[config.mk]
export PLATFORM = sky130hd
export DESIGN_NAME = cbr_refresh_seq
export DESIGN_NICKNAME = d
export VERILOG_FILES = /design/src/rtl/rfsh_pkg.sv /design/src/rtl/rfsh_init_ctl.sv /design/src/rtl/rfsh_tick_gen.sv /design/src/rtl/rfsh_pend_q.sv /design/src/rtl/rfsh_cycle_fsm.sv /design/src/rtl/cbr_refresh_seq.sv
export SDC_FILE = /design/constraint.sdc
export NUM_CORES = 1
export LEC_CHECK = 0
export BUFFER_PORTS_ARGS = -buffer_cell sky130_fd_sc_hd__buf_4
export CORE_MARGIN = 10
export CORE_UTILIZATION = 37
export DETAILED_ROUTE_END_ITERATION = 7
export PLACE_DENSITY_LB_ADDON = 0.08
export SKIP_CTS_REPAIR_TIMING = 1
export SLEW_MARGIN = 20
export SYNTH_ARGS = -nofsm -noshare
export SYNTH_HDL_FRONTEND = slang
export SYNTH_HIERARCHICAL = 1
export SYNTH_SLANG_ARGS = --single-unit
[constraint.sdc]
create_clock -name clk -period 3.7 [get_ports clk]
set_clock_uncertainty 0.2 [all_clocks]
set_input_delay 0.37 -clock clk [delete_from_list [all_inputs] [get_ports clk]]
set_output_delay 0.37 -clock clk [all_outputs]
set_load 0.05 [all_outputs]
[src/rtl/rfsh_pkg.sv]
package rfsh_pkg;

    typedef enum logic [1:0] {
        PH_PAUSE = 2'd0,
        PH_WARM  = 2'd1,
        PH_READY = 2'd2
    } init_phase_e;

    typedef enum logic [2:0] {
        CS_IDLE  = 3'd0,
        CS_PRECH = 3'd1,
        CS_CASSU = 3'd2,
        CS_RASLO = 3'd3,
        CS_RECOV = 3'd4
    } cyc_state_e;

    typedef struct packed {
        logic row_act;
        logic col_act;
    } strobe_act_t;

    function automatic int cdiv(input int num, input int den);
        return (num + den - 1) / den;
    endfunction

    function automatic int imax(input int a, input int b);
        return (a > b) ? a : b;
    endfunction

endpackage

[src/rtl/rfsh_init_ctl.sv]
module rfsh_init_ctl
    import rfsh_pkg::*;
#(
    parameter int PAUSE_CYC   = 20000,
    parameter int WARM_CYCLES = 8
) (
    input  logic clk,
    input  logic rst,
    input  logic take,
    input  logic done,
    output logic warm_work,
    output logic ready
);
    localparam int PW = $clog2(PAUSE_CYC + 1);
    localparam int WW = $clog2(WARM_CYCLES + 1);

    init_phase_e   phase_q;
    logic [PW-1:0] pause_q;
    logic [WW-1:0] warm_left_q;

    always_ff @(posedge clk) begin
        if (rst) begin
            phase_q     <= PH_PAUSE;
            pause_q     <= PW'(PAUSE_CYC - 1);
            warm_left_q <= WW'(WARM_CYCLES);
        end else begin
            unique case (phase_q)
                PH_PAUSE: begin
                    if (pause_q == '0) phase_q <= PH_WARM;
                    else               pause_q <= pause_q - 1'b1;
                end
                PH_WARM: begin
                    if (take && warm_left_q != '0) warm_left_q <= warm_left_q - 1'b1;
                    if (done && warm_left_q == '0) phase_q <= PH_READY;
                end
                default: phase_q <= PH_READY;
            endcase
        end
    end

    assign warm_work = (phase_q == PH_WARM) && (warm_left_q != '0);
    assign ready     = (phase_q == PH_READY);

endmodule

[src/rtl/rfsh_tick_gen.sv]
module rfsh_tick_gen #(
    parameter int RELOAD = 1554
) (
    input  logic clk,
    input  logic rst,
    input  logic en,
    output logic tick
);
    localparam int TW = $clog2(RELOAD + 1);

    logic [TW-1:0] cnt_q;

    always_ff @(posedge clk) begin
        if (rst || !en) begin
            cnt_q <= TW'(RELOAD - 1);
        end else if (cnt_q == '0) begin
            cnt_q <= TW'(RELOAD - 1);
        end else begin
            cnt_q <= cnt_q - 1'b1;
        end
    end

    assign tick = en && (cnt_q == '0);

endmodule

[src/rtl/rfsh_pend_q.sv]
module rfsh_pend_q #(
    parameter int PEND_MAX = 4
) (
    input  logic clk,
    input  logic rst,
    input  logic tick,
    input  logic take,
    output logic has_work
);
    localparam int QW = $clog2(PEND_MAX + 1);

    logic [QW-1:0] cnt_q;
    logic          full;
    logic          empty;

    assign full  = (cnt_q == QW'(PEND_MAX));
    assign empty = (cnt_q == '0);

    always_ff @(posedge clk) begin
        if (rst) begin
            cnt_q <= '0;
        end else begin
            unique case ({tick, take})
                2'b10:   if (!full)  cnt_q <= cnt_q + 1'b1;
                2'b01:   if (!empty) cnt_q <= cnt_q - 1'b1;
                default: cnt_q <= cnt_q;
            endcase
        end
    end

    assign has_work = !empty;

endmodule

[src/rtl/rfsh_cycle_fsm.sv]
module rfsh_cycle_fsm
    import rfsh_pkg::*;
#(
    parameter int TRP_CYC  = 4,
    parameter int TCSR_CYC = 1,
    parameter int TRAS_CYC = 6
) (
    input  logic        clk,
    input  logic        rst,
    input  logic        work,
    input  logic        grant,
    output logic        take,
    output logic        done,
    output logic        busy,
    output strobe_act_t act
);
    localparam int MAXC = imax(imax(TRP_CYC, TRAS_CYC), TCSR_CYC);
    localparam int CW   = $clog2(MAXC + 1);

    cyc_state_e    st_q, st_d;
    logic [CW-1:0] cnt_q, cnt_d;
    logic          last;

    assign last = (cnt_q == '0);

    always_comb begin
        st_d  = st_q;
        cnt_d = last ? cnt_q : cnt_q - 1'b1;
        take  = 1'b0;
        done  = 1'b0;
        unique case (st_q)
            CS_IDLE: begin
                if (work && grant) begin
                    st_d  = CS_PRECH;
                    cnt_d = CW'(TRP_CYC - 1);
                    take  = 1'b1;
                end
            end
            CS_PRECH: begin
                if (last) begin
                    st_d  = CS_CASSU;
                    cnt_d = CW'(TCSR_CYC - 1);
                end
            end
            CS_CASSU: begin
                if (last) begin
                    st_d  = CS_RASLO;
                    cnt_d = CW'(TRAS_CYC - 1);
                end
            end
            CS_RASLO: begin
                if (last) begin
                    st_d  = CS_RECOV;
                    cnt_d = CW'(TRP_CYC - 1);
                end
            end
            CS_RECOV: begin
                if (last) begin
                    done = 1'b1;
                    if (work && grant) begin
                        st_d  = CS_CASSU;
                        cnt_d = CW'(TCSR_CYC - 1);
                        take  = 1'b1;
                    end else begin
                        st_d = CS_IDLE;
                    end
                end
            end
            default: st_d = CS_IDLE;
        endcase
    end

    always_ff @(posedge clk) begin
        if (rst) begin
            st_q  <= CS_IDLE;
            cnt_q <= '0;
        end else begin
            st_q  <= st_d;
            cnt_q <= cnt_d;
        end
    end

    assign busy        = (st_q != CS_IDLE);
    assign act.col_act = (st_q == CS_CASSU) || (st_q == CS_RASLO);
    assign act.row_act = (st_q == CS_RASLO);

endmodule

[src/rtl/cbr_refresh_seq.sv]
module cbr_refresh_seq
    import rfsh_pkg::*;
#(
    parameter int CLK_NS      = 10,
    parameter int VARIANT_4K  = 0,
    parameter int PAUSE_NS    = 200000,
    parameter int TRP_NS      = 40,
    parameter int TRPC_NS     = 5,
    parameter int TRAS_NS     = 60,
    parameter int TCSR_NS     = 5,
    parameter int TCHR_NS     = 10,
    parameter int WARM_CYCLES = 8,
    parameter int PEND_MAX    = 4,
    parameter int MARGIN_CYC  = 8,
    parameter int NUM_RAS     = 2,
    parameter int NUM_CAS     = 4
) (
    input  logic               clk,
    input  logic               rst,
    input  logic               ref_grant,
    output logic               ref_req,
    output logic               ref_done,
    output logic               mem_ready,
    output logic [NUM_RAS-1:0] ras_n,
    output logic [NUM_CAS-1:0] cas_n,
    output logic               we_n
);
    localparam int ROWS        = (VARIANT_4K != 0) ? 4096 : 2048;
    localparam int PERIOD_NS   = (VARIANT_4K != 0) ? 64000000 : 32000000;
    localparam int INTERVAL_NS = PERIOD_NS / ROWS;
    localparam int RELOAD      = INTERVAL_NS / CLK_NS - MARGIN_CYC;
    localparam int PAUSE_CYC   = cdiv(PAUSE_NS, CLK_NS);
    localparam int TRP_CYC     = cdiv(imax(TRP_NS, TRPC_NS), CLK_NS);
    localparam int TCSR_CYC    = imax(cdiv(TCSR_NS, CLK_NS), 1);
    localparam int TRAS_CYC    = cdiv(imax(TRAS_NS, TCHR_NS), CLK_NS);

    logic        warm_work;
    logic        pend_work;
    logic        work;
    logic        take;
    logic        take_warm;
    logic        take_pend;
    logic        tick;
    logic        busy;
    logic        done;
    logic        ready;
    strobe_act_t act;

    assign work      = ready ? pend_work : warm_work;
    assign take_warm = take && !ready;
    assign take_pend = take && ready;

    rfsh_init_ctl #(
        .PAUSE_CYC  (PAUSE_CYC),
        .WARM_CYCLES(WARM_CYCLES)
    ) u_init (
        .clk      (clk),
        .rst      (rst),
        .take     (take_warm),
        .done     (done),
        .warm_work(warm_work),
        .ready    (ready)
    );

    rfsh_tick_gen #(
        .RELOAD(RELOAD)
    ) u_tick (
        .clk (clk),
        .rst (rst),
        .en  (ready),
        .tick(tick)
    );

    rfsh_pend_q #(
        .PEND_MAX(PEND_MAX)
    ) u_pend (
        .clk     (clk),
        .rst     (rst),
        .tick    (tick),
        .take    (take_pend),
        .has_work(pend_work)
    );

    rfsh_cycle_fsm #(
        .TRP_CYC (TRP_CYC),
        .TCSR_CYC(TCSR_CYC),
        .TRAS_CYC(TRAS_CYC)
    ) u_fsm (
        .clk  (clk),
        .rst  (rst),
        .work (work),
        .grant(ref_grant),
        .take (take),
        .done (done),
        .busy (busy),
        .act  (act)
    );

    genvar gr;
    generate
        for (gr = 0; gr < NUM_RAS; gr++) begin : g_ras
            assign ras_n[gr] = ~act.row_act;
        end
    endgenerate

    genvar gc;
    generate
        for (gc = 0; gc < NUM_CAS; gc++) begin : g_cas
            assign cas_n[gc] = ~act.col_act;
        end
    endgenerate

    assign we_n      = 1'b1;
    assign ref_req   = work || busy;
    assign ref_done  = done;
    assign mem_ready = ready;

endmodule

# ---- After elaboration in Yosys (flattened, before gate mapping)
# Index checks and enable logic that the tools add are counted.
dict set report totals {
  output_inout_bits 10
  reg_bits 41
  elab_cells 89
}
dict set report op_classes {
  add_sub_neg 6
  n_bitwise 3
  muxes 27
  n_reduce_logical 28
  eq_ne 18
}
# operator n
set ops {}
lappend ops {{3-bit two-way mux} 14}
lappend ops {{3-bit case mux with 5 select lines} 2}
lappend ops {{15-bit zero test} 1}
lappend ops {{15-bit by 1-bit subtractor with 15-bit output (second input constant)} 1}
lappend ops {{2-bit by 1-bit != test with 1-bit output (second input constant)} 7}
lappend ops {{11-bit zero test} 1}
lappend ops {{11-bit by 1-bit subtractor with 11-bit output (second input constant)} 1}
lappend ops {{3-bit zero test} 3}
lappend ops {{1-bit logical AND} 7}
lappend ops {{3-bit by 2-bit == test with 1-bit output (second input constant)} 2}
lappend ops {{3-bit == test (second input constant)} 2}
lappend ops {{2-bit two-way mux} 3}
lappend ops {{3-bit case mux with 2 select lines} 1}
lappend ops {{2-bit AND reduction} 3}
lappend ops {{3-bit by 1-bit subtractor with 3-bit output (second input constant)} 2}
lappend ops {{1-bit two-way mux} 5}
lappend ops {{5-bit AND reduction} 1}
lappend ops {{2-bit by 1-bit == test with 1-bit output (second input constant)} 2}
lappend ops {{2-bit == test (second input constant)} 2}
lappend ops {{4-bit zero test} 1}
lappend ops {{2-bit != test (second input constant)} 2}
lappend ops {{2-bit case mux with 2 select lines} 1}
lappend ops {{4-bit nonzero test} 1}
lappend ops {{4-bit by 1-bit subtractor with 4-bit output (second input constant)} 1}
lappend ops {{other kinds (11)} 16}

# ---- Depth between registers and ports, before layout
# Gate-level depths: netlist of run 1.
dict set report logic_depth {
  depth_word 11
  depth_mapped 13
  depth_no_buf 13
}

# ---- By module
# The synthesis of run 1 kept the hierarchy.
# module instances cells_per_inst area_per_inst_um2
set by_module_without_submodules {}
lappend by_module_without_submodules {rfsh_init_ctl 1 123 1084.8}
lappend by_module_without_submodules {rfsh_tick_gen 1 68 580.6}
lappend by_module_without_submodules {rfsh_cycle_fsm 1 61 499.2}
lappend by_module_without_submodules {rfsh_pend_q 1 20 202.7}
lappend by_module_without_submodules {cbr_refresh_seq 1 12 86.3}

# ---- Least setup slack after synthesis of run 1
# OpenSTA, ideal clock, no wires.
dict set report synth_timing {
  kind {reg2reg}
  from {reg u_init.phase_q[1]}
  to {reg u_pend.cnt_q[2]}
  path_stages_with_launch 11
  required_ns 3.384
  arrival_ns 3.193
  setup_time_ns 0.116
  setup_slack_ns 0.191
  path_cell_list {dfxtp_1 -> nor2b_1 -> mux2_4 -> nand2_1 -> a2111oi_0 -> and2_2 -> nand2b_1 -> fa_1 -> xor2_1 -> a21oi_1 -> a31o_1}
}
# element line
set synth_lines {}
lappend synth_lines {{start: declaration} rfsh_init_ctl.sv:17} ;# init_phase_e phase_q;
lappend synth_lines {{start signal: assignment} rfsh_init_ctl.sv:23} ;# phase_q <= PH_PAUSE;
lappend synth_lines {{start signal: assignment} rfsh_init_ctl.sv:29} ;# if (pause_q == '0) phase_q <= PH_WARM;
lappend synth_lines {{start signal: assignment} rfsh_init_ctl.sv:34} ;# if (done && warm_left_q == '0) phase_q <= PH_READY;
lappend synth_lines {{2-bit == test (*)} rfsh_init_ctl.sv:42} ;# assign ready = (phase_q == PH_READY);
lappend synth_lines {{net mem_ready} cbr_refresh_seq.sv:23} ;# output logic mem_ready,
lappend synth_lines {{1-bit two-way mux (*)} cbr_refresh_seq.sv:49} ;# assign work = ready ? pend_work : warm_work;
lappend synth_lines {{net work} cbr_refresh_seq.sv:39} ;# logic work;
lappend synth_lines {{1-bit logical AND (*)} {rfsh_cycle_fsm.sv:33, rfsh_cycle_fsm.sv:60}}
lappend synth_lines {{1-bit two-way mux (*)} {rfsh_cycle_fsm.sv:33, rfsh_cycle_fsm.sv:60}}
lappend synth_lines {{1-bit two-way mux} rfsh_cycle_fsm.sv:58} ;# if (last) begin
lappend synth_lines {{1-bit case mux with 2 select lines (*)} rfsh_cycle_fsm.sv:31} ;# unique case (st_q)
lappend synth_lines {{net take} cbr_refresh_seq.sv:40} ;# logic take;
lappend synth_lines {{1-bit logical AND (*)} cbr_refresh_seq.sv:51} ;# assign take_pend = take && ready;
lappend synth_lines {{net take_pend} cbr_refresh_seq.sv:42} ;# logic take_pend;
lappend synth_lines {{2-bit by 1-bit == test with 1-bit output or 2-bit == test (tied branches)} rfsh_pend_q.sv:23} ;# unique case ({tick, take})
lappend synth_lines {{2-bit != test (no source line) or 2-bit nonzero test (tied branches)} n/a}
lappend synth_lines {{3-bit AND reduction (no source line)} n/a}
lappend synth_lines {{end signal: assignment} rfsh_pend_q.sv:24} ;# 2'b10: if (!full) cnt_q <= cnt_q + 1'b1;
lappend synth_lines {{end signal: assignment} rfsh_pend_q.sv:25} ;# 2'b01: if (!empty) cnt_q <= cnt_q - 1'b1;
lappend synth_lines {{end signal: assignment} rfsh_pend_q.sv:26} ;# default: cnt_q <= cnt_q;
lappend synth_lines {{end: declaration} rfsh_pend_q.sv:12} ;# logic [QW-1:0] cnt_q;
# The timed path passes the listed nets; every way through them passes the cells marked *.
# A chain may end at the register's enable or synchronous reset.

# ---- Worst setup path in the final report of run 1
dict set report layout_timing {
  from {reg u_init.warm_left_q[1]}
  to {reg u_pend.cnt_q[2]}
}
dict set report layout_via {
  elab_chain_len 11
}
# element line
set layout_rtl {}
lappend layout_rtl {{start: declaration} rfsh_init_ctl.sv:19} ;# logic [WW-1:0] warm_left_q;
lappend layout_rtl {{start signal: assignment} rfsh_init_ctl.sv:25} ;# warm_left_q <= WW'(WARM_CYCLES);
lappend layout_rtl {{start signal: assignment} rfsh_init_ctl.sv:33} ;# if (take && warm_left_q != '0) warm_left_q <= warm_left_q - 1'b1;
lappend layout_rtl {{4-bit nonzero test (*)} rfsh_init_ctl.sv:41} ;# assign warm_work = (phase_q == PH_WARM) && (warm_left_q != '0);
lappend layout_rtl {{1-bit logical AND (*)} rfsh_init_ctl.sv:41}
lappend layout_rtl {{net warm_work} cbr_refresh_seq.sv:37} ;# logic warm_work;
lappend layout_rtl {{1-bit two-way mux (*)} cbr_refresh_seq.sv:49}
lappend layout_rtl {{net work} cbr_refresh_seq.sv:39}
lappend layout_rtl {{1-bit logical AND (*)} {rfsh_cycle_fsm.sv:33, rfsh_cycle_fsm.sv:60}}
lappend layout_rtl {{1-bit two-way mux (*)} {rfsh_cycle_fsm.sv:33, rfsh_cycle_fsm.sv:60}}
lappend layout_rtl {{1-bit two-way mux} rfsh_cycle_fsm.sv:58}
lappend layout_rtl {{1-bit case mux with 2 select lines (*)} rfsh_cycle_fsm.sv:31}
lappend layout_rtl {{net take} cbr_refresh_seq.sv:40}
lappend layout_rtl {{1-bit logical AND (*)} cbr_refresh_seq.sv:51}
lappend layout_rtl {{net take_pend} cbr_refresh_seq.sv:42}
lappend layout_rtl {{2-bit by 1-bit == test with 1-bit output or 2-bit == test (tied branches)} rfsh_pend_q.sv:23}
lappend layout_rtl {{2-bit != test (no source line) or 2-bit nonzero test (tied branches)} n/a}
lappend layout_rtl {{3-bit AND reduction (no source line)} n/a}
# Marked as above.

==> impl_results.html, run 1 <==
<table>
<tr><th>Metric</th><th>Value</th></tr>
<tr><th colspan="2">Yosys</th></tr>
<tr><td>Area share of the leading cell type in the synthesized netlist</td><td>33.5%</td></tr>
<tr><td>Fraction of the yosys area taken by sequential cells</td><td>between 30% and 40%</td></tr>
<tr><td>Library cell occupying the most area in the post-synthesis netlist</td><td>sky130_fd_sc_hd__dfxtp_1</td></tr>
<tr><td>Number of synthesized register bits</td><td>41</td></tr>
<tr><td>Leading post-synthesis cells by cell area</td><td>sky130_fd_sc_hd__dfxtp_1 (33%), sky130_fd_sc_hd__nor2_1 (5.4%), sky130_fd_sc_hd__a21oi_1 (3.1%)</td></tr>
<tr><td>Most used DFF post-synth</td><td>sky130_fd_sc_hd__dfxtp_1</td></tr>
<tr><td>Share of flip-flops with an asynchronous set or reset</td><td>0%</td></tr>
<tr><td>Synthesis warning total</td><td>6</td></tr>
<tr><td>Post-Synthesis Cells</td><td>~280</td></tr>
<tr><td>Post-Syn Area per Cell</td><td>roughly 8.6 µm²</td></tr>
<tr><td>Combined area of all synthesized cells</td><td>2450 µm²</td></tr>
<tr><td>Count of flip-flops with a built-in enable after synthesis</td><td>0</td></tr>
<tr><td>Mapped Nets</td><td>around 290</td></tr>
<tr><td>Netlist cell types</td><td>between 60 and 70</td></tr>
<tr><th colspan="2">Power and ir drop</th></tr>
<tr><td>Leakage</td><td>between 0.9 and 1 nW</td></tr>
<tr><td>Maximum resistive drop on vdd</td><td>between 0.0003 and 0.0004 V</td></tr>
<tr><td>Overall power consumption</td><td>1.10 mW</td></tr>
<tr><td>Power per unit of standard cell area</td><td>between 400 and 500 nW/µm²</td></tr>
<tr><th colspan="2">Die</th></tr>
<tr><td>Area of the core</td><td>6390 µm²</td></tr>
<tr><td>Rows</td><td>29</td></tr>
<tr><td>I/O pin total</td><td>13</td></tr>
<tr><td>Starting utilization of the core area</td><td>38.4%</td></tr>
<tr><td>Full die area</td><td>between 10000 and 15000 µm²</td></tr>
<tr><td>Die Width</td><td>101 µm</td></tr>
<tr><td>Chip height</td><td>101 µm</td></tr>
<tr><th colspan="2">Detailed routing</th></tr>
<tr><td>Via count</td><td>1915</td></tr>
<tr><td>Routed length on met3</td><td>roughly 220 µm</td></tr>
<tr><td>Post-DRT Antenna Nets</td><td>0</td></tr>
<tr><td>Detailed Route Iter0 Violations</td><td>38</td></tr>
<tr><td>Wire length reported by the detailed router</td><td>4.84 mm</td></tr>
<tr><td>Highest metal layer with signal wires</td><td>met4</td></tr>
<tr><td>DRC violations left</td><td>0</td></tr>
<tr><td>Detailed-routing iteration count for the pre-antenna-repair pass</td><td>4</td></tr>
<tr><td>Routed wirelength normalized by instance count</td><td>13.2 µm</td></tr>
<tr><td>Via/cell ratio</td><td>5.23</td></tr>
<tr><td>Met2 wirelength from detailed routing</td><td>slightly above 2 mm</td></tr>
<tr><td>Routed metal-1 wirelength</td><td>about 2.6 mm</td></tr>
<tr><th colspan="2">GRT</th></tr>
<tr><td>Antenna violations before repair</td><td>0</td></tr>
<tr><td>Global routing usage summed across all routing layers</td><td>10.0%</td></tr>
<tr><td>Pin count of the biggest net entering global routing</td><td>a little over 40</td></tr>
<tr><td>First-pass GRT wire length</td><td>about 8.6 mm</td></tr>
<tr><td>Aggregate global routing overflow</td><td>0</td></tr>
<tr><td>Vias in the first global route</td><td>1818</td></tr>
<tr><th colspan="2">Placed design</th></tr>
<tr><td>Post-detailed-placement cell area</td><td>roughly 2500 µm²</td></tr>
<tr><td>Final weighted congestion in routability-driven placement</td><td>roughly 0.78</td></tr>
<tr><td>Post-DP HPWL</td><td>about 3.4 mm</td></tr>
<tr><td>Number of buffers added on ports</td><td>11</td></tr>
<tr><th colspan="2">Flow run</th></tr>
<tr><td>Max Cap Violations</td><td>0</td></tr>
<tr><th colspan="2">Timing</th></tr>
<tr><td>Highest achievable clock rate</td><td>slightly above 300 MHz</td></tr>
<tr><td>Period utilisation layout</td><td>about nine tenths</td></tr>
<tr><td>Slew at the pin with the worst max-slew slack</td><td>around 0.6 ns</td></tr>
<tr><td>Min cycle time layout</td><td>~3.3 ns</td></tr>
<tr><td>Max-slew violations</td><td>0</td></tr>
<tr><td>Total setup violations reported at the end of the flow</td><td>0</td></tr>
<tr><td>Setup TNS</td><td>0 ns</td></tr>
<tr><td>Final number of hold-violating endpoints</td><td>0</td></tr>
<tr><td>Worst slew margin relative to its limit</td><td>~59%</td></tr>
<tr><td>Worst-case hold slack</td><td>around 0.27 ns</td></tr>
<tr><td>Unrepaired setup endpoints after global routing</td><td>no</td></tr>
<tr><th colspan="2">Setup path</th></tr>
<tr><td>WP data arrival</td><td>3.29 ns</td></tr>
<tr><td>Worst-path cell with the longest stage delay</td><td>sky130_fd_sc_hd__a2111oi_0</td></tr>
<tr><td>Critical path required time</td><td>between 3 and 4 ns</td></tr>
<tr><td>Worst Setup End Kind</td><td>flop</td></tr>
<tr><td>Crit Path Category</td><td>reg -&gt; reg</td></tr>
<tr><td>Largest stage delay on the critical path</td><td>between 0.4 and 0.5 ns</td></tr>
<tr><td>Category of the worst setup path launch point</td><td>flop</td></tr>
<tr><td>Peak fanout along the critical path</td><td>5</td></tr>
<tr><td>Critical path, cell by cell</td><td>inv_1, ha_1, or3b_2, and2_1, mux2_4, nand2_1, a2111oi_0, and2_2, nand2b_1, fa_1, xor2_1, a21oi_1, a31o_1</td></tr>
<tr><th colspan="2">Clock tree</th></tr>
<tr><td>CTS root buf</td><td>sky130_fd_sc_hd__clkbuf_8</td></tr>
<tr><td>CTS clk-pin slew, worst paths</td><td>around 0.090 ns</td></tr>
<tr><td>Clock tree from TritonCTS</td><td>built</td></tr>
<tr><td>Clock latency reported for the late side of the worst-skew pair</td><td>around 0.30 ns</td></tr>
<tr><td>Number of buffers added by the clock tree synthesis step</td><td>5</td></tr>
<tr><td>Number of H-tree branching levels</td><td>2</td></tr>
<tr><td>Clock tree buffer depth</td><td>2</td></tr>
<tr><td>Number of clock sinks</td><td>a little over 40</td></tr>
<tr><th colspan="2">Finish</th></tr>
<tr><td>Post-route cell area</td><td>approximately 2700 µm²</td></tr>
<tr><td>Number of filler cells placed in the layout</td><td>654</td></tr>
<tr><td>Area occupied by registers</td><td>821 µm²</td></tr>
<tr><td>Total Nets Final</td><td>around 300</td></tr>
<tr><td>Ant. Diodes</td><td>0</td></tr>
<tr><td>Layout cell share with drive strength beyond 1</td><td>between 15 and 20%</td></tr>
<tr><td>Area of combinational cells with multiple inputs</td><td>1470 µm²</td></tr>
<tr><td>Final core utilization</td><td>about two fifths</td></tr>
<tr><td>Area growth from synthesis to layout</td><td>8.41%</td></tr>
<tr><th colspan="2">Worst hold path</th></tr>
<tr><td>Worst min-delay path class</td><td>in -&gt; reg</td></tr>
<tr><th colspan="2">Status</th></tr>
<tr><td>Result of the run</td><td>finished clean</td></tr>
</table>
[power breakdown]
group / leakage, nW / internal (mW) / switching [mW] / total (mW)
combinational: 0.553 / 0.0914 / 0.138 / 0.229
sequential: 0.332 / 0.460 / 0.0219 / 0.482
clock: 0.0574 / 0.220 / 0.172 / 0.392
[critical path: cells and delay by family (launching register included)]
kind | cells | cell delay, ns
buffers and inverters | 1 | 0.05
AND/OR/NAND/NOR | 5 | 0.85
adder cells (fa/ha/maj) | 2 | 0.57
XOR/XNOR | 1 | 0.21
flip-flops | 1 | 0.37
multiplexers | 1 | 0.17
AO/OA/AOI/OAI | 3 | 0.76
[layer usage]
layer	GRT usage, %	up-vias
li1	-	1016
met1	13.7	871
met2	14.8	23
met3	2.79	5
met4	3.22	0
met5	0	-
[per-stage QoR]
step	cells	setup slack [ns]
floorplan	284	0.191
global placement	358	0.552
detailed placement	358	0.354
CTS	366	0.339
global route	366	0.0809
finish	366	0.413
[registers in the layout, indices dropped and copies added (netlist names)]
name,cells
u_fsm/st_q,3
u_init/phase_q,2
u_init/pause_q,15
u_fsm/cnt_q,3
u_init/warm_left_q,4
u_tick/cnt_q,11
u_pend/cnt_q,3
[cell usage after synthesis, types with 2 or more instances]
master,count
sky130_fd_sc_hd__o21ai_0,8
sky130_fd_sc_hd__a2111oi_0,3
sky130_fd_sc_hd__nand3_1,5
sky130_fd_sc_hd__nand2b_1,3
sky130_fd_sc_hd__buf_6,3
sky130_fd_sc_hd__mux2i_1,5
sky130_fd_sc_hd__or3_1,6
sky130_fd_sc_hd__nor4_1,7
sky130_fd_sc_hd__and3_1,5
sky130_fd_sc_hd__clkbuf_1,4
sky130_fd_sc_hd__buf_4,5
sky130_fd_sc_hd__or4_1,4
sky130_fd_sc_hd__dfxtp_1,41
sky130_fd_sc_hd__a311oi_1,2
sky130_fd_sc_hd__nand2_1,16
sky130_fd_sc_hd__nand4_1,2
sky130_fd_sc_hd__and2_1,4
sky130_fd_sc_hd__nor3_1,8
sky130_fd_sc_hd__xnor2_1,6
sky130_fd_sc_hd__a21oi_1,15
sky130_fd_sc_hd__a221oi_1,2
sky130_fd_sc_hd__a211o_1,2
sky130_fd_sc_hd__mux2_2,6
sky130_fd_sc_hd__nor2b_1,12
sky130_fd_sc_hd__nor2_1,35
sky130_fd_sc_hd__ha_1,6
sky130_fd_sc_hd__buf_2,2
sky130_fd_sc_hd__a211oi_1,3
sky130_fd_sc_hd__or3_2,2
sky130_fd_sc_hd__or2_2,2
sky130_fd_sc_hd__or2_1,2
sky130_fd_sc_hd__inv_1,16
sky130_fd_sc_hd__or4_4,2
sky130_fd_sc_hd__a21oi_2,2
sky130_fd_sc_hd__o31ai_1,3
sky130_fd_sc_hd__xor2_1,3
[logic make-up (layout without fill, tap and decap cells)]
group                    count (synthesis)  count (layout)  synth area share [%]
XOR/XNOR                                 9               9                  3.21
buffers and inverters                   31              36                  6.53
AND/OR/NAND/NOR                        130             130                  31.1
adder cells (fa/ha/maj)                  7               7                  3.88
flip-flops                              41              41                  33.5
other                                    1               1                 0.153
AO/OA/AOI/OAI                           53              53                  16.3
multiplexers                            12              12                  5.41
[cell type report]
cell class                      instances  area share (%)
Sequential cell                        41            30.9
Clock buffer                            6            3.10
Clock inverter                          2            1.41
Multi-Input combinational cell        212            55.4
Tap cell                               77            3.62
Inverter                               16            2.26
Timing Repair Buffer                   12            3.39
[path summary, 6_finish.rpt]
path | start | to | slack, ns | cells past startpoint
max | u_init/warm_left_q[1] | u_pend/cnt_q[2] | 0.41 | 13
min | rst | u_pend/cnt_q[0] | 0.27 | 2
max reg2reg | u_init/warm_left_q[1] | u_pend/cnt_q[2] | 0.41 | 13
min reg2reg | u_init/warm_left_q[3] | u_init/warm_left_q[3] | 0.31 | 2
[cells in the final DEF (no fill, tap or decap), types with 7 or more instances in the layout]
cell                      netlist  routed
sky130_fd_sc_hd__dfxtp_1       41      41
sky130_fd_sc_hd__nand2_1       16      16
sky130_fd_sc_hd__o21ai_0        8       8
sky130_fd_sc_hd__a21oi_1       15      15
sky130_fd_sc_hd__nor3_1         8       8
sky130_fd_sc_hd__nor4_1         7       7
sky130_fd_sc_hd__nor2b_1       12      12
sky130_fd_sc_hd__buf_4          5      12
sky130_fd_sc_hd__nor2_1        35      35
sky130_fd_sc_hd__inv_1         16      16
No activity file was read; power rests on OpenSTA's default activity.
==> run 2, diff against run 1 <==
Clock period 3.7 ns to 3.6 ns, I/O delays scaled along.
==> run 2 against run 1 <==
Sequential power is 3% higher. Non-clock buffer count did not move. Final area down 1.7%. Die area did not move. Critical path type unchanged.
==> impl_results.html, run 2 (synthesized netlist as in run 1, its figures left out) <==
<table>
<tr><th>Metric</th><th>Value</th></tr>
<tr><th colspan="2">Finish</th></tr>
<tr><td>Total Nets Final</td><td>298 (unchanged)</td></tr>
<tr><td>Layout cell share with drive strength beyond 1</td><td>16.7% (-0.58 points)</td></tr>
<tr><td>Top library cells by usage in the layout, fill and taps aside</td><td>sky130_fd_sc_hd__dfxtp_1 (41), sky130_fd_sc_hd__nor2_1 (35), sky130_fd_sc_hd__inv_1 (16), sky130_fd_sc_hd__nand2_1 (16), sky130_fd_sc_hd__a21oi_1 (15)</td></tr>
<tr><td>Area of combinational cells with multiple inputs</td><td>1470 µm² (unchanged)</td></tr>
<tr><td>Most common cell after layout, fill and taps aside</td><td>sky130_fd_sc_hd__dfxtp_1</td></tr>
<tr><td>Register name with the most flops</td><td>u_init/pause_q</td></tr>
<tr><td>Number of flip-flops under the largest register name</td><td>15 (unchanged)</td></tr>
<tr><td>Area growth from synthesis to layout</td><td>6.53%</td></tr>
<tr><td>Area occupied by registers</td><td>821 µm² (unchanged)</td></tr>
<tr><td>Ant. Diodes</td><td>0 (unchanged)</td></tr>
<tr><td>Number of filler cells placed in the layout</td><td>673 (+2.9%)</td></tr>
<tr><td>Biggest registers after layout</td><td>u_init/pause_q (15), u_tick/cnt_q (11), u_init/warm_left_q (4)</td></tr>
<tr><td>Filler-free cell count of the finished design</td><td>364 (-0.55%)</td></tr>
<tr><th colspan="2">Setup path</th></tr>
<tr><td>WP data arrival</td><td>3.21 ns (-0.08 ns)</td></tr>
<tr><td>Worst path top cell family by delay</td><td>simple AND/OR/NAND/NOR gates</td></tr>
<tr><td>Category of the worst setup path launch point</td><td>flop</td></tr>
<tr><td>Largest stage delay on the critical path</td><td>0.45 ns (-0.03 ns)</td></tr>
<tr><td>Peak fanout along the critical path</td><td>5 (unchanged)</td></tr>
<tr><td>Worst-path cell with the longest stage delay</td><td>sky130_fd_sc_hd__a2111oi_0</td></tr>
<tr><td>Length in cells of the worst reg-to-reg path</td><td>13 (unchanged)</td></tr>
<tr><td>Crit Path Category</td><td>reg -&gt; reg</td></tr>
<tr><td>Worst setup slack for register-to-register paths</td><td>0.38 ns (-0.03 ns)</td></tr>
<tr><td>Critical path, cell by cell</td><td>inv_1, ha_1, or3b_2, and2_1, mux2_4, nand2_1, a2111oi_0, and2_2, nand2b_1, fa_1, xor2_1, a21oi_1, a31o_1</td></tr>
<tr><td>Critical path required time</td><td>3.59 ns (-0.11 ns)</td></tr>
<tr><td>Worst reg2reg endpoint</td><td>u_pend/cnt_q[2]</td></tr>
<tr><td>Sum of buffers and inverters on the critical path</td><td>1 (unchanged)</td></tr>
<tr><td>Start of the worst register-to-register path</td><td>u_init/warm_left_q[1]</td></tr>
<tr><td>Worst Setup End Kind</td><td>flop</td></tr>
<tr><th colspan="2">Flow run</th></tr>
<tr><td>Max Cap Violations</td><td>0 (unchanged)</td></tr>
<tr><th colspan="2">Timing</th></tr>
<tr><td>Worst slew margin relative to its limit</td><td>57.1% (-2.0 points)</td></tr>
<tr><td>Final number of hold-violating endpoints</td><td>0 (unchanged)</td></tr>
<tr><td>Highest achievable clock rate</td><td>310 MHz (+2.0%)</td></tr>
<tr><td>Total setup violations reported at the end of the flow</td><td>0 (unchanged)</td></tr>
<tr><td>Slew at the pin with the worst max-slew slack</td><td>0.637 ns (+0.0298 ns)</td></tr>
<tr><td>Max-slew violations</td><td>0 (unchanged)</td></tr>
<tr><td>Setup TNS</td><td>0 ns (unchanged)</td></tr>
<tr><td>Worst-case hold slack</td><td>0.278 ns (+0.00555 ns)</td></tr>
<tr><td>Setup slack of the critical path after layout</td><td>0.378 ns (-0.0345 ns)</td></tr>
<tr><td>Unrepaired setup endpoints after global routing</td><td>no</td></tr>
<tr><td>Min cycle time layout</td><td>3.22 ns (-0.0655 ns)</td></tr>
<tr><td>Period utilisation layout</td><td>89.5% (+0.65 points)</td></tr>
<tr><th colspan="2">Detailed routing</th></tr>
<tr><td>Via count</td><td>1921 (+0.31%)</td></tr>
<tr><td>Detailed Route Iter0 Violations</td><td>72 (+89%)</td></tr>
<tr><td>Routed wirelength normalized by instance count</td><td>13.4 µm (+1.4%)</td></tr>
<tr><td>DRC violations left</td><td>0 (unchanged)</td></tr>
<tr><td>Wire length reported by the detailed router</td><td>4.89 mm (+0.85%)</td></tr>
<tr><td>Post-DRT Antenna Nets</td><td>0 (unchanged)</td></tr>
<tr><td>Detailed-routing iteration count for the pre-antenna-repair pass</td><td>4 (unchanged)</td></tr>
<tr><td>Via/cell ratio</td><td>5.28 (+0.86%)</td></tr>
<tr><th colspan="2">Placed design</th></tr>
<tr><td>Placed insts</td><td>358 (unchanged)</td></tr>
<tr><td>Number of buffers added on ports</td><td>11 (unchanged)</td></tr>
<tr><td>Final weighted congestion in routability-driven placement</td><td>0.787 (+1.3%)</td></tr>
<tr><td>Post-DP HPWL</td><td>3.48 mm (+2.4%)</td></tr>
<tr><td>Minimum setup slack after placement</td><td>0.372 ns (+0.0182 ns)</td></tr>
<tr><th colspan="2">Die</th></tr>
<tr><td>Area of the core</td><td>6390 µm² (unchanged)</td></tr>
<tr><td>Chip height</td><td>101 µm (unchanged)</td></tr>
<tr><td>Full die area</td><td>10300 µm² (unchanged)</td></tr>
<tr><td>Die Width</td><td>101 µm (unchanged)</td></tr>
<tr><td>Starting utilization of the core area</td><td>38.4% (unchanged)</td></tr>
<tr><td>I/O pin total</td><td>13 (unchanged)</td></tr>
<tr><td>Rows</td><td>29 (unchanged)</td></tr>
<tr><th colspan="2">Power and ir drop</th></tr>
<tr><td>Power per unit of standard cell area</td><td>383 nW/µm² (-7.6%)</td></tr>
<tr><td>Leakage</td><td>0.925 nW (-1.9%)</td></tr>
<tr><td>Maximum resistive drop on vdd</td><td>0.000417 V (+8.9%)</td></tr>
<tr><th colspan="2">GRT</th></tr>
<tr><td>Aggregate global routing overflow</td><td>0 (unchanged)</td></tr>
<tr><td>Antenna violations before repair</td><td>0 (unchanged)</td></tr>
<tr><td>Pin count of the biggest net entering global routing</td><td>41 (unchanged)</td></tr>
<tr><td>Global routing usage summed across all routing layers</td><td>9.99% (-0.057 points)</td></tr>
<tr><td>First-pass GRT wire length</td><td>8.39 mm (-2.4%)</td></tr>
<tr><td>Vias in the first global route</td><td>1818 (unchanged)</td></tr>
<tr><th colspan="2">Worst hold path</th></tr>
<tr><td>WHS Endpoint</td><td>u_pend/cnt_q[0]</td></tr>
<tr><td>Launch point of the worst hold path</td><td>rst</td></tr>
<tr><td>WHS Path Cells</td><td>2 (unchanged)</td></tr>
<tr><td>Worst min-delay path class</td><td>in -&gt; reg</td></tr>
<tr><th colspan="2">Status</th></tr>
<tr><td>Result of the run</td><td>finished clean</td></tr>
<tr><th colspan="2">Clock tree</th></tr>
<tr><td>Clock latency reported for the late side of the worst-skew pair</td><td>0.29 ns (about the same)</td></tr>
<tr><td>Number of buffers added by the clock tree synthesis step</td><td>5 (unchanged)</td></tr>
<tr><td>Clock tree buffer depth</td><td>2 (unchanged)</td></tr>
<tr><td>Clock tree from TritonCTS</td><td>built</td></tr>
<tr><td>Number of H-tree branching levels</td><td>2 (unchanged)</td></tr>
<tr><td>Number of clock sinks</td><td>41 (unchanged)</td></tr>
<tr><td>CTS clk-pin slew, worst paths</td><td>0.07 ns (-0.02 ns)</td></tr>
<tr><td>CTS root buf</td><td>sky130_fd_sc_hd__clkbuf_8</td></tr>
</table>
==> run 2: cell count changes in the layout (fill, tap and decap cells not counted), sizes merged <==
cell	delta
clkinvlp	-1
clkbuf	-1
bufinv	-1
clkinv	+1
==> run 2: stage by stage <==
stage          power, mW  instance area [µm²]  utilization, %
2_1_floorplan      0.731                 2450               -
3_3_place_gp       0.740                 2540            39.8
3_5_place_dp       0.736                 2540            39.8
4_1_cts             1.02                 2610            40.9
5_1_grt             1.07                 2610            40.9
6_report            1.00                 2610            40.9
==> run 2: area by class of cell <==
type                       instances  area share (%)
clock buffer                       5            2.63
clock inverter                     1           0.191
inverter                          16            2.30
multi-input combinational        212            56.3
sequential                        41            31.4
tap                               77            3.69
timing repair buffer              12            3.45
==> run 2: worst max-delay path by stage <==
| stage | startpoint | endpoint | slack [ns] | cells after the start |
|---|---|---|---|---|
| 3_3_place_gp | u_init/warm_left_q[0] | u_pend/cnt_q[2] | 0.45 | 13 |
| 6_report | u_init/warm_left_q[1] | u_pend/cnt_q[2] | 0.38 | 13 |
| 5_1_grt | u_init/warm_left_q[1] | u_pend/cnt_q[2] | 0.12 | 13 |
| 3_5_place_dp | u_init/warm_left_q[1] | u_pend/cnt_q[2] | 0.37 | 13 |
| 4_1_cts | u_init/warm_left_q[1] | u_pend/cnt_q[2] | 0.36 | 13 |
| 2_1_floorplan | u_init/phase_q[1] | u_pend/cnt_q[2] | 0.09 | 10 |
==> run 2: worst register-to-register path, delay by kind of cell (launching register included) <==
| kind | cells | cell delay, ns |
|---|---|---|
| mux | 1 | 0.17 |
| flops | 1 | 0.37 |
| buf+inv | 1 | 0.06 |
| compound gates | 3 | 0.72 |
| xor+xnor | 1 | 0.21 |
| simple gates | 5 | 0.84 |
| fa+ha+maj | 2 | 0.57 |
==> run 2: metal layers <==
metal	up-vias	track usage [%]	wire length [µm]
met5	-	0	0
li1	1019	-	-
met3	6	2.72	232
met1	870	13.0	2560
met4	0	4.18	66
met2	26	15.1	2030
==> run 2: power by group <==
| part | switching [mW] | internal (mW) |
|---|---|---|
| Clock | 0.148 | 0.128 |
| Combinational | 0.136 | 0.0937 |
| Sequential | 0.0223 | 0.473 |
| Total | 0.307 | 0.694 |
==> run 3, diff against run 2 <==
Settings changed: CORE_ASPECT_RATIO from default to 0.75.
==> run 3 against run 2 <==
Sequential power about the same. Flip-flop and latch count unchanged. Largest cell class unchanged. Non-clock buffer count unchanged. Die area up 0.33%. Worst setup slack worse by 0.065 ns. Final area rose by 0.81%.
==> impl_results.html, run 3 (synthesized netlist as in run 1, its figures left out) <==
<table>
<tr><th>Metric</th><th>Value</th></tr>
<tr><th colspan="2">Die</th></tr>
<tr><td>Full die area</td><td>10300 µm² (+0.33%)</td></tr>
<tr><td>Area of the core</td><td>6380 µm² (about the same)</td></tr>
<tr><td>Rows</td><td>25 (-14%)</td></tr>
<tr><td>Die Width</td><td>114 µm (+12%)</td></tr>
<tr><td>Chip height</td><td>90.5 µm (-11%)</td></tr>
<tr><td>I/O pin total</td><td>13 (unchanged)</td></tr>
<tr><td>Starting utilization of the core area</td><td>38.5% (about the same)</td></tr>
<tr><th colspan="2">Finish</th></tr>
<tr><td>Most common cell after layout, fill and taps aside</td><td>sky130_fd_sc_hd__dfxtp_1</td></tr>
<tr><td>Register name with the most flops</td><td>u_init/pause_q</td></tr>
<tr><td>Area growth from synthesis to layout</td><td>7.39%</td></tr>
<tr><td>Final core utilization</td><td>41.3% (+0.37 points)</td></tr>
<tr><td>Number of flip-flops under the largest register name</td><td>15 (unchanged)</td></tr>
<tr><td>Biggest registers after layout</td><td>u_init/pause_q (15), u_tick/cnt_q (11), u_init/warm_left_q (4)</td></tr>
<tr><td>Layout cell share with drive strength beyond 1</td><td>17.3% (+0.58 points)</td></tr>
<tr><td>Total Nets Final</td><td>298 (unchanged)</td></tr>
<tr><td>Ant. Diodes</td><td>0 (unchanged)</td></tr>
<tr><td>Top library cells by usage in the layout, fill and taps aside</td><td>sky130_fd_sc_hd__dfxtp_1 (41), sky130_fd_sc_hd__nor2_1 (35), sky130_fd_sc_hd__inv_1 (16), sky130_fd_sc_hd__nand2_1 (16), sky130_fd_sc_hd__a21oi_1 (15)</td></tr>
<tr><th colspan="2">Clock tree</th></tr>
<tr><td>Clock tree from TritonCTS</td><td>built</td></tr>
<tr><td>Number of buffers added by the clock tree synthesis step</td><td>5 (unchanged)</td></tr>
<tr><td>CTS root buf</td><td>sky130_fd_sc_hd__clkbuf_8</td></tr>
<tr><td>Clock latency reported for the late side of the worst-skew pair</td><td>0.30 ns (about the same)</td></tr>
<tr><td>Number of H-tree branching levels</td><td>2 (unchanged)</td></tr>
<tr><td>CTS clk-pin slew, worst paths</td><td>0.09 ns (+0.02 ns)</td></tr>
<tr><td>Clock tree buffer depth</td><td>2 (unchanged)</td></tr>
<tr><td>Number of clock sinks</td><td>41 (unchanged)</td></tr>
<tr><th colspan="2">Timing</th></tr>
<tr><td>Period utilisation layout</td><td>91.3% (+1.8 points)</td></tr>
<tr><td>Worst-case hold slack</td><td>0.280 ns (+0.00166 ns)</td></tr>
<tr><td>Worst slew margin relative to its limit</td><td>59.1% (+2.0 points)</td></tr>
<tr><td>Max-slew violations</td><td>0 (unchanged)</td></tr>
<tr><td>Final number of hold-violating endpoints</td><td>0 (unchanged)</td></tr>
<tr><td>Setup TNS</td><td>0 ns (unchanged)</td></tr>
<tr><td>Total setup violations reported at the end of the flow</td><td>0 (unchanged)</td></tr>
<tr><td>Highest achievable clock rate</td><td>304 MHz (-2.0%)</td></tr>
<tr><td>Min cycle time layout</td><td>3.29 ns (+0.0647 ns)</td></tr>
<tr><td>Slew at the pin with the worst max-slew slack</td><td>0.608 ns (-0.0293 ns)</td></tr>
<tr><td>Unrepaired setup endpoints after global routing</td><td>no</td></tr>
<tr><th colspan="2">Setup path</th></tr>
<tr><td>Critical path, cell by cell</td><td>inv_1, ha_1, or3b_2, and2_1, mux2_4, nand2_1, a2111oi_0, and2_2, nand2b_1, fa_1, xor2_1, a21oi_1, a31o_1</td></tr>
<tr><td>Peak fanout along the critical path</td><td>5 (unchanged)</td></tr>
<tr><td>Worst Setup End Kind</td><td>flop</td></tr>
<tr><td>Critical path required time</td><td>3.59 ns (about the same)</td></tr>
<tr><td>Crit Path Category</td><td>reg -&gt; reg</td></tr>
<tr><td>Sum of buffers and inverters on the critical path</td><td>1 (unchanged)</td></tr>
<tr><td>Largest stage delay on the critical path</td><td>0.50 ns (+0.05 ns)</td></tr>
<tr><td>WP data arrival</td><td>3.28 ns (+0.07 ns)</td></tr>
<tr><td>Category of the worst setup path launch point</td><td>flop</td></tr>
<tr><td>Worst path top cell family by delay</td><td>simple AND/OR/NAND/NOR gates</td></tr>
<tr><td>Worst-path cell with the longest stage delay</td><td>sky130_fd_sc_hd__a2111oi_0</td></tr>
<tr><th colspan="2">Detailed routing</th></tr>
<tr><td>Via count</td><td>1935 (+0.73%)</td></tr>
<tr><td>Detailed Route Iter0 Violations</td><td>88 (+22%)</td></tr>
<tr><td>DRC violations left</td><td>0 (unchanged)</td></tr>
<tr><td>Post-DRT Antenna Nets</td><td>0 (unchanged)</td></tr>
<tr><td>Detailed-routing iteration count for the pre-antenna-repair pass</td><td>4 (unchanged)</td></tr>
<tr><td>Wire length reported by the detailed router</td><td>4.95 mm (+1.3%)</td></tr>
<tr><td>Routed wirelength normalized by instance count</td><td>13.4 µm (-0.33%)</td></tr>
<tr><td>Via/cell ratio</td><td>5.23 (-0.90%)</td></tr>
<tr><th colspan="2">Placed design</th></tr>
<tr><td>Number of buffers added on ports</td><td>11 (unchanged)</td></tr>
<tr><td>Post-DP HPWL</td><td>3.48 mm (+0.13%)</td></tr>
<tr><td>Final weighted congestion in routability-driven placement</td><td>0.743 (-5.5%)</td></tr>
<tr><th colspan="2">GRT</th></tr>
<tr><td>Vias in the first global route</td><td>1665 (-8.4%)</td></tr>
<tr><td>Pin count of the biggest net entering global routing</td><td>41 (unchanged)</td></tr>
<tr><td>Aggregate global routing overflow</td><td>0 (unchanged)</td></tr>
<tr><td>Global routing usage summed across all routing layers</td><td>9.34% (-0.65 points)</td></tr>
<tr><td>First-pass GRT wire length</td><td>8.16 mm (-2.7%)</td></tr>
<tr><td>Antenna violations before repair</td><td>0 (unchanged)</td></tr>
<tr><th colspan="2">Power and ir drop</th></tr>
<tr><td>Switching fraction of total power</td><td>32.4% (+1.7 points)</td></tr>
<tr><td>Maximum resistive drop on vdd</td><td>0.000139 V (-67%)</td></tr>
<tr><td>Portion of total power attributed to the clock network</td><td>30.3% (+2.8 points)</td></tr>
<tr><td>Total internal power</td><td>0.705 mW (+1.5%)</td></tr>
<tr><td>Power per unit of standard cell area</td><td>396 nW/µm² (+3.3%)</td></tr>
<tr><td>Sequential cell fraction of total power</td><td>47.6% (-1.9 points)</td></tr>
<tr><td>Net switching power of the design</td><td>0.338 mW (+10%)</td></tr>
<tr><td>Fraction of power consumed by combinational cells</td><td>22.2% (-0.8 points)</td></tr>
<tr><td>Leakage</td><td>0.930 nW (+0.51%)</td></tr>
<tr><th colspan="2">Flow run</th></tr>
<tr><td>Max Cap Violations</td><td>0 (unchanged)</td></tr>
<tr><th colspan="2">Worst hold path</th></tr>
<tr><td>Worst min-delay path class</td><td>in -&gt; reg</td></tr>
<tr><th colspan="2">Status</th></tr>
<tr><td>Result of the run</td><td>finished clean</td></tr>
</table>
## run 3: cell count changes in the layout (fill, tap and decap cells not counted)
| cell | previous run | this run |
|---|---|---|
| sky130_fd_sc_hd__inv_6 | 0 | 1 |
| sky130_fd_sc_hd__clkinvlp_4 | 0 | 1 |
## run 3: worst paths after layout
| path | from | slack [ns] | cells past startpoint | endpoint |
|---|---|---|---|---|
| worst max register to register | u_init/warm_left_q[1] | 0.31 | 13 | u_pend/cnt_q[2] |
| worst max-delay path | u_init/warm_left_q[1] | 0.31 | 13 | u_pend/cnt_q[2] |
| worst min-delay path | rst | 0.28 | 2 | u_pend/cnt_q[0] |
| worst min register to register | u_init/pause_q[14] | 0.31 | 2 | u_init/pause_q[14] |
## run 3: worst reg2reg max path: stages, from the launching register on
cell and delay, ns:
sky130_fd_sc_hd__dfxtp_1 0.37, sky130_fd_sc_hd__inv_1 0.05, sky130_fd_sc_hd__ha_1 0.18, sky130_fd_sc_hd__or3b_2 0.23, sky130_fd_sc_hd__and2_1 0.17, sky130_fd_sc_hd__mux2_4 0.16, sky130_fd_sc_hd__nand2_1 0.11, sky130_fd_sc_hd__a2111oi_0 0.50
sky130_fd_sc_hd__and2_2 0.25, sky130_fd_sc_hd__nand2b_1 0.09, sky130_fd_sc_hd__fa_1 0.38, sky130_fd_sc_hd__xor2_1 0.21, sky130_fd_sc_hd__a21oi_1 0.09, sky130_fd_sc_hd__a31o_1 0.19
## run 3: power groups by stage
stage               Sequential, mW  Combinational (mW)  Clock, mW
finish                       0.496               0.231      0.315
global route                 0.500               0.262      0.347
CTS                          0.495               0.234      0.331
detailed placement           0.506               0.232          0
global placement             0.508               0.230          0
floorplan                    0.500               0.232          0
## run 3: per-layer routing
layer	vias to the layer above	track usage, %	share of wire, %
met1	891	13.0	52
met2	25	13.3	44
met4	0	3.13	0.97
li1	1014	-	-
met3	5	2.59	3.4
met5	-	0	0
## run 3: cell type report
class | instances | area, µm²
well taps | 81 | 101
fillers | 643 | 3750
clock buffers | 5 | 68.8
inverters | 16 | 60.1
repair buffers | 12 | 90.1
multi-input cells | 212 | 1470
clock inverters | 3 | 21.3
flip-flops and latches | 41 | 821
## run 3: metrics by stage
step           worst slack (ns)  cell area, µm²  power, mW  instances
3_3_place_gp              0.470            2540      0.738        362
5_1_grt                  0.0685            2640       1.11        370
6_report                  0.314            2640       1.04        370
2_1_floorplan            0.0913            2450      0.731        284
4_1_cts                   0.303            2640       1.06        370
3_5_place_dp              0.314            2540      0.738        362
